[config.mk]
export PLATFORM = sky130hd
export DESIGN_NAME = cop0_stat_bank
export DESIGN_NICKNAME = d
export VERILOG_FILES = /design/src/rtl/cop0_stat_pkg.sv /design/src/rtl/cop0_event_counter.sv /design/src/rtl/cop0_msg_queue.sv /design/src/rtl/cop0_stat_bank.sv
export SDC_FILE = /design/constraint.sdc
export NUM_CORES = 1
export LEC_CHECK = 0
export BUFFER_PORTS_ARGS = -buffer_cell sky130_fd_sc_hd__buf_2
export CORE_UTILIZATION = 33
export DETAILED_ROUTE_END_ITERATION = 7
export HOLD_SLACK_MARGIN = 0.05
export PLACE_DENSITY = 0.6
export SLEW_MARGIN = 20
export SYNTH_ARGS = -nofsm -noshare
export SYNTH_HDL_FRONTEND = slang
export SYNTH_SLANG_ARGS = --single-unit
[constraint.sdc]
create_clock -name clk -period 3.13 [get_ports clk]
set_input_delay 0.939 -clock clk [delete_from_list [all_inputs] [get_ports clk]]
set_output_delay 0.939 -clock clk [all_outputs]
set_load 0.01 [all_outputs]
[src/rtl/cop0_stat_pkg.sv]
package cop0_stat_pkg;
  localparam int unsigned IDX_W  = 5;
  localparam int unsigned DATA_W = 32;
  localparam int unsigned MSG_W  = IDX_W + DATA_W;

  typedef logic [IDX_W-1:0]  reg_idx_t;
  typedef logic [DATA_W-1:0] word_t;

  typedef struct packed {
    reg_idx_t idx;
    word_t    data;
  } host_msg_t;

  localparam reg_idx_t SLOT_CYCLES = 5'd10;
  localparam reg_idx_t SLOT_INSTRS = 5'd11;
  localparam reg_idx_t SLOT_RESULT = 5'd21;
endpackage

[src/rtl/cop0_event_counter.sv]
module cop0_event_counter #(
  parameter int unsigned W = 32
) (
  input  logic         clk,
  input  logic         rst_n,
  input  logic         clr,
  input  logic         inc,
  output logic [W-1:0] value
);
  logic [W-1:0] value_d;
  logic         value_en;

  always_comb begin
    value_en = clr | inc;
    value_d  = clr ? '0 : value + 1'b1;
  end

  always_ff @(posedge clk or negedge rst_n) begin
    if (!rst_n)        value <= '0;
    else if (value_en) value <= value_d;
  end
endmodule

[src/rtl/cop0_msg_queue.sv]
module cop0_msg_queue #(
  parameter int unsigned DEPTH = 2,
  parameter int unsigned W     = 37
) (
  input  logic         clk,
  input  logic         rst_n,
  input  logic         push,
  input  logic [W-1:0] push_data,
  output logic         full,
  input  logic         pop,
  output logic         head_valid,
  output logic [W-1:0] head_data
);
  localparam int unsigned PTR_W = (DEPTH > 1) ? $clog2(DEPTH) : 1;
  localparam int unsigned CNT_W = $clog2(DEPTH + 1);
  localparam logic [PTR_W-1:0] LAST_SLOT = PTR_W'(DEPTH - 1);
  localparam logic [CNT_W-1:0] FULL_CNT  = CNT_W'(DEPTH);

  logic [W-1:0]     slots [DEPTH];
  logic [PTR_W-1:0] wr_ptr, wr_ptr_d, rd_ptr, rd_ptr_d;
  logic [CNT_W-1:0] count, count_d;
  logic             push_ok, pop_ok;

  assign full       = (count == FULL_CNT);
  assign head_valid = (count != '0);
  assign head_data  = slots[rd_ptr];

  always_comb begin
    push_ok  = push & ~full;
    pop_ok   = pop & head_valid;
    wr_ptr_d = wr_ptr;
    rd_ptr_d = rd_ptr;
    count_d  = count;
    if (push_ok) wr_ptr_d = (wr_ptr == LAST_SLOT) ? '0 : wr_ptr + 1'b1;
    if (pop_ok)  rd_ptr_d = (rd_ptr == LAST_SLOT) ? '0 : rd_ptr + 1'b1;
    case ({push_ok, pop_ok})
      2'b10:   count_d = count + 1'b1;
      2'b01:   count_d = count - 1'b1;
      default: count_d = count;
    endcase
  end

  always_ff @(posedge clk or negedge rst_n) begin
    if (!rst_n) begin
      wr_ptr <= '0;
      rd_ptr <= '0;
      count  <= '0;
    end else begin
      wr_ptr <= wr_ptr_d;
      rd_ptr <= rd_ptr_d;
      count  <= count_d;
    end
  end

  for (genvar g = 0; g < DEPTH; g++) begin : g_slot
    always_ff @(posedge clk) begin
      if (push_ok && (wr_ptr == PTR_W'(g))) slots[g] <= push_data;
    end
  end
endmodule

[src/rtl/cop0_stat_bank.sv]
module cop0_stat_bank
  import cop0_stat_pkg::*;
#(
  parameter int unsigned QUEUE_DEPTH = 2
) (
  input  logic              clk,
  input  logic              rst_n,
  input  logic              host_start,
  input  logic [DATA_W-1:0] host_start_pc,
  output logic              core_run,
  output logic [DATA_W-1:0] core_start_pc,
  input  logic              rd_is_cop,
  input  logic [IDX_W-1:0]  rd_idx,
  output logic [DATA_W-1:0] rd_data,
  input  logic              wr_valid,
  input  logic              wr_is_cop,
  input  logic [IDX_W-1:0]  wr_idx,
  input  logic [DATA_W-1:0] wr_data,
  output logic              wr_ready,
  output logic              to_host_valid,
  input  logic              to_host_ready,
  output logic [IDX_W-1:0]  to_host_idx,
  output logic [DATA_W-1:0] to_host_data
);
  logic        q_full;
  logic        accept, push;
  host_msg_t   push_msg, head_msg;
  word_t       cyc_cnt, ins_cnt;
  word_t       result_q, result_d;
  logic        result_en;
  logic        run_d;

  // Write handshake: only coprocessor writes need queue space.
  always_comb begin
    wr_ready      = ~(wr_is_cop & q_full);
    accept        = wr_valid & wr_ready;
    push          = accept & wr_is_cop;
    push_msg.idx  = wr_idx;
    push_msg.data = wr_data;
  end

  cop0_msg_queue #(
    .DEPTH (QUEUE_DEPTH),
    .W     (MSG_W)
  ) host_q_i (
    .clk        (clk),
    .rst_n      (rst_n),
    .push       (push),
    .push_data  (push_msg),
    .full       (q_full),
    .pop        (to_host_ready),
    .head_valid (to_host_valid),
    .head_data  (head_msg)
  );

  assign to_host_idx  = head_msg.idx;
  assign to_host_data = head_msg.data;

  cop0_event_counter #(.W(DATA_W)) cyc_ctr_i (
    .clk   (clk),
    .rst_n (rst_n),
    .clr   (host_start),
    .inc   (core_run),
    .value (cyc_cnt)
  );

  cop0_event_counter #(.W(DATA_W)) ins_ctr_i (
    .clk   (clk),
    .rst_n (rst_n),
    .clr   (host_start),
    .inc   (accept),
    .value (ins_cnt)
  );

  // Run flag, start PC and result register next-state.
  always_comb begin
    run_d     = core_run | host_start;
    result_en = push & (wr_idx == SLOT_RESULT);
    result_d  = wr_data;
  end

  always_ff @(posedge clk or negedge rst_n) begin
    if (!rst_n) begin
      core_run      <= 1'b0;
      core_start_pc <= '0;
      result_q      <= '0;
    end else begin
      core_run <= run_d;
      if (host_start) core_start_pc <= host_start_pc;
      if (result_en)  result_q      <= result_d;
    end
  end

  // Read mux: normal-type references and unused slots read zero.
  always_comb begin
    rd_data = '0;
    if (rd_is_cop) begin
      case (rd_idx)
        SLOT_CYCLES: rd_data = cyc_cnt;
        SLOT_INSTRS: rd_data = ins_cnt;
        SLOT_RESULT: rd_data = result_q;
        default:     rd_data = '0;
      endcase
    end
  end
endmodule

Yosys cells after proc, flatten, opt, wreduce, memory -nomap -nowiden --
Memories as Yosys holds them, arrays and structs flattened. Index checks and enable logic that the tools add are counted.
Cells by class: $add $sub $neg 6, eq/ne operators 7, multiplexer cells 14, bitwise operators 11, reduce and logical (&&, ||, !) cells 5
Operators with widths (count):
- 32-bit 2-to-1 mux | 3
- 32-bit one-hot mux with 3 select lines | 1
- 32-bit by 1-bit adder with 32-bit output (second input constant) | 2
- 37-bit 2-to-1 mux | 1
- 37-bit OR reduction | 1
- 5-bit by 4-bit == test with 1-bit output (second input constant) | 2
- 5-bit == test (second input constant) | 2
- 1-bit 2-to-1 mux | 8
- 1-bit AND | 6
- 2-bit == test (second input constant) | 2
- 2-bit one-hot mux with 2 select lines | 1
- 2-bit nonzero test | 2
- 1-bit inverter | 3
- 1-bit adder (second input constant) | 2
- 2-bit by 1-bit adder with 2-bit output (second input constant) | 1
- 2-bit by 1-bit == test with 1-bit output (second input constant) | 1
- 1-bit logical AND | 2
- 1-bit bitwise OR | 2
- 2-bit by 1-bit subtractor with 2-bit output (second input constant) | 1
Storage, ports and cells: flip-flop bits (word level) 133, bits in writable memories 74, input bits 81, output and inout bits 104, word-level logic and storage cells 52, memories 1
Memory list:
- host_q_i.slots | depth 2, width 37, read ports 1, clocked after Yosys merged registers in 0, write ports 1, RTL line cop0_msg_queue.sv:19 | logic [W-1:0] slots [DEPTH];

Depth between registers and ports, before layout --
word-level depth 11, gate-level depth with buffers 7, gate-level depth less buffers 6

Hierarchy --
From an unflattened synthesis, not the netlist that was laid out.
Second synthesis, totals: cells, all modules 707, area total of the unflattened synthesis 9517.9 um2
Modules (own cells, without submodules):
- cop0_event_counter | instances 2, cells an instance 176, area each 1680.4 um2, seq. area each 800.8 um2
- cop0_stat_bank | instances 1, cells an instance 222, area each 3205.6 um2, seq. area each 1626.6 um2
- cop0_msg_queue | instances 1, cells an instance 133, area each 2951.6 um2, seq. area each 2322.2 um2

Worst setup path after synthesis --
Ideal clock, no wire load.
path kind input to output, start point input port rd_idx[2], end point output port rd_data[22], arrival 2.195 ns, data required time 2.191 ns, slack -0.004 ns, stages 6, path buffers 2, cells stage by stage nor4bb_1 > and2_1 > clkbuf_1 > clkbuf_1 > a222oi_1 > nor2_1
On the way: word-level cells in the longest chain between the ends 3, elaborated cells on any way between the ends 5, classes of those cells eq/ne: 3; mux: 2
Ends and longest elaborated chain:
- start, declared | RTL line cop0_stat_bank.sv:13 | input logic [IDX_W-1:0] rd_idx,
- 5-bit == test or 5-bit by 4-bit == test with 1-bit output (tied branches) | RTL line cop0_stat_bank.sv:98 | case (rd_idx)
- 32-bit one-hot mux with 3 select lines * | RTL line cop0_stat_bank.sv:98
- 32-bit 2-to-1 mux * | RTL line cop0_stat_bank.sv:97 | if (rd_is_cop) begin
- end, declared | RTL line cop0_stat_bank.sv:14 | output logic [DATA_W-1:0] rd_data,
Every way passes the cells marked *; elsewhere a longest branch is shown, timed or not.

Worst setup path after layout --
start point input port rd_idx[2], end point output port rd_data[7]
The elaborated chain is that of the path after synthesis.

==> results_dict.tcl <==
set metrics [dict create \
    status "complete, but fails checks" \
    violations "negative setup slack" \
    worst-endpoint-arrival_ns 2.26 \
    port_buffers 184 \
    fin_nets 986 \
    synth-warning-count 0 \
    setup_viol 20 \
    synthCells 714 \
    required_ns 2.19 \
    power_density_mw_per_mm2 631 \
    hold_path.class "in2async" \
    dr.pass1.iters 8 \
    ys_seq_area_share_pct 60.8 \
    syn_nets 798 \
    maxCapViolCount 0 \
    antenna_cells 0 \
    synth_area_per_cell_um2 12.8 \
    final_max_slew_viol_count 0 \
    wl_per_cell_um 19.1 \
    synth_top_family_by_area "multiplexers" \
    fin_skew_ns 0.0149 \
    finalWorstSetupSlack_ns -0.0644 \
    worstPathMaxFanout 16 \
    whs_ns 0.362 \
    ys_ff_latch 207 \
    die_h_um 168 \
    cp-start-kind "primary input" \
    final_hold_viol_count 0 \
    root_buffer "clkbuf_16" \
    final_cell_mix "buf_2 (178), dfrtp_1 (133), mux2_2 (104), edfxtp_1 (74), nor2_1 (55)" \
    crit_type "in2out" \
    layout_commonest_cell "buf_2" \
    die_area_mm2 0.0283 \
    drt_iter0_drc 624 \
    wirelength_mm 24.0 \
    holdBufCountCts 0 \
    drc_errors 0 \
    grt_pass1_vias 6430 \
    synth-simple-area-share_pct 12.4 \
    via_count 6748 \
    cts.sinks 207 \
    synth_xor_area_share_pct 2.21 \
    syn_to_final_growth_pct 26.2 \
    clockBufferDepth 3 \
    grtUsageTotal_pct 16.6 \
    antenna_found_initial 0 \
    gp_congestion 0.771 \
    cts_tree "yes" \
    ant_nets 0 \
    core_mm2 0.0270 \
    fp-row-count 60 \
    die_w_um 168 \
    post-route-min-period_ns 3.19 \
    synth_mux_area_share_pct 12.9 \
    htree_levels 1 \
    clk_pin_slew_worst_paths_ns 0.06 \
    grt_pass1_wl_mm 36.8 \
    synth_cell_types 38 \
    synth_compound_area_share_pct 8.87 \
    cellLeakagePower_nw 4.67 \
    relSlewSlack_pct 44.8 \
    cts_buffers 24 \
    rsz0062_at_grt "yes" \
    max_slew.worst_pin.slew_ns 0.828 \
    avgViaCountPerCell 5.35 \
    end_kind "output port" \
    start_util_pct 33.8 \
    layout-drive-gt1-share_pct 39.5 \
    ir_worst_vdd_v 0.000307 \
    setup_tns_ns -0.577 \
    top_level_ports 185 \
    clk-insertion-delay-late_ns 0.51 \
    syn_area_mm2 0.00913 \
    synthAdderAreaFrac_pct 0.411 \
    grt_overflow 0 \
    grt_max_degree 68 \
    place_hpwl_mm 15.8 \
    min_period_over_period_pct 102 \
    fmax_ghz 0.313 \
]
synth_stat cells:
cell / number / area (um2)
a21oi_1: 41 / 205
a222oi_1: 32 / 320
and2_1: 5 / 31.3
and3_1: 6 / 37.5
and3b_1: 1 / 8.76
and4_1: 7 / 61.3
buf_1: 8 / 30.0
buf_2: 3 / 15.0
buf_6: 2 / 22.5
clkbuf_1: 35 / 131
dfrtp_1: 133 / 3330
edfxtp_1: 74 / 2220
ha_1: 3 / 37.5
inv_1: 6 / 22.5
mux2_2: 104 / 1170
mux2i_1: 1 / 10.0
nand2_1: 24 / 90.1
nand2b_1: 1 / 6.26
nand3_1: 23 / 115
nand4_1: 17 / 106
nand4b_1: 2 / 17.5
nor2_1: 58 / 218
nor2b_1: 4 / 25.0
nor3_1: 2 / 10.0
nor4_1: 4 / 25.0
nor4bb_1: 1 / 10.0
o21ai_0: 16 / 80.1
o21ai_1: 1 / 5.00
o21ba_2: 1 / 10.0
o31a_1: 1 / 8.76
o31ai_1: 24 / 180
or2_2: 2 / 12.5
or3_1: 17 / 106
or4_1: 29 / 218
or4_4: 1 / 11.3
or4b_2: 2 / 20.0
xnor2_1: 8 / 70.1
xor2_1: 15 / 131
area by class of cell:
class	count	area [um2]
inverter	6	22.5
multi-input combinational	453	3410
sequential	207	5550
timing repair buffer	210	1320
clock inverter	10	106
tap	341	427
clock buffer	34	689
fill	2565	15500
flip-flops by register name, summed over array words and instances, names as in the netlist:
signal and flops:
cyc_ctr_i.value 32, result_q 32, host_q_i.rd_ptr 1, core_start_pc 32, core_run 1, host_q_i.slots 74
host_q_i.count 2, ins_ctr_i.value 32, host_q_i.wr_ptr 1
layer usage:
layer  track usage (%)  wire [um]
met1              23.7      11000
met2              26.4      11100
met3              2.56       1450
met4              3.68        408
met5                 0          0
through the flow:
stage	worst slack (ns)	std cells	power, mW	cell area [um2]	utilization (%)
5_1_grt	-0.151	1261	7.59	11500	42.6
6_report	-0.0644	1261	7.27	11500	42.6
2_1_floorplan	-0.00368	714	3.98	9130	-
4_1_cts	-0.150	1262	7.39	11500	42.6
3_3_place_gp	-0.202	1213	4.51	10600	39.1
3_5_place_dp	-0.201	1213	4.52	10600	39.1
path summary, 6_finish.rpt:
kind | from | end | slack, ns | cells after the start
worst max-delay path | rd_idx[2] | rd_data[7] | -0.06 | 7
worst min-delay path | rst_n | core_start_pc[18]$_DFFE_PN0P_ | 0.36 | 1
worst max register to register | ins_ctr_i.value[0]$_DFFE_PN0P_ | ins_ctr_i.value[24]$_DFFE_PN0P_ | 0.79 | 5
worst min register to register | core_start_pc[21]$_DFFE_PN0P_ | core_start_pc[21]$_DFFE_PN0P_ | 0.50 | 1
max in group asynchronous | rst_n | ins_ctr_i.value[21]$_DFFE_PN0P_ | 2.07 | 2
min in group clk | core_start_pc[21]$_DFFE_PN0P_ | core_start_pc[21]$_DFFE_PN0P_ | 0.50 | 1
repair_timing:
action	in CTS	in global routing
pin swaps	25	12
cloned	3	1
setup endpoints to repair	32	32
gates resized for setup	10	5
setup buffers	2	0
cell families (layout without fill, tap and decap cells):
kind of cell | Yosys count | count (layout)
AOI/OAI and AO/OA | 116 | 116
xor gates and xnor gates | 23 | 23
adders and majority gates | 3 | 3
buffers and inverters | 54 | 260
DFF | 207 | 207
muxes | 105 | 105
and+or+nand+nor | 206 | 206
worst max-delay path: stages:
cell      delay (ns)
buf_8           0.10
nor4bb_4        0.32
nor2b_4         0.27
buf_12          0.19
a222oi_1        0.10
nor2_1          0.16
buf_2           0.16
power by group:
group	total, mW	switching, mW	leakage, nW	internal (mW)
combinational	1.22	0.628	1.86	0.595
clock	2.82	1.12	0.384	1.70
sequential	3.24	0.136	2.43	3.10
total	7.27	1.88	4.67	5.39
No activity file was read; power rests on OpenSTA's default activity.
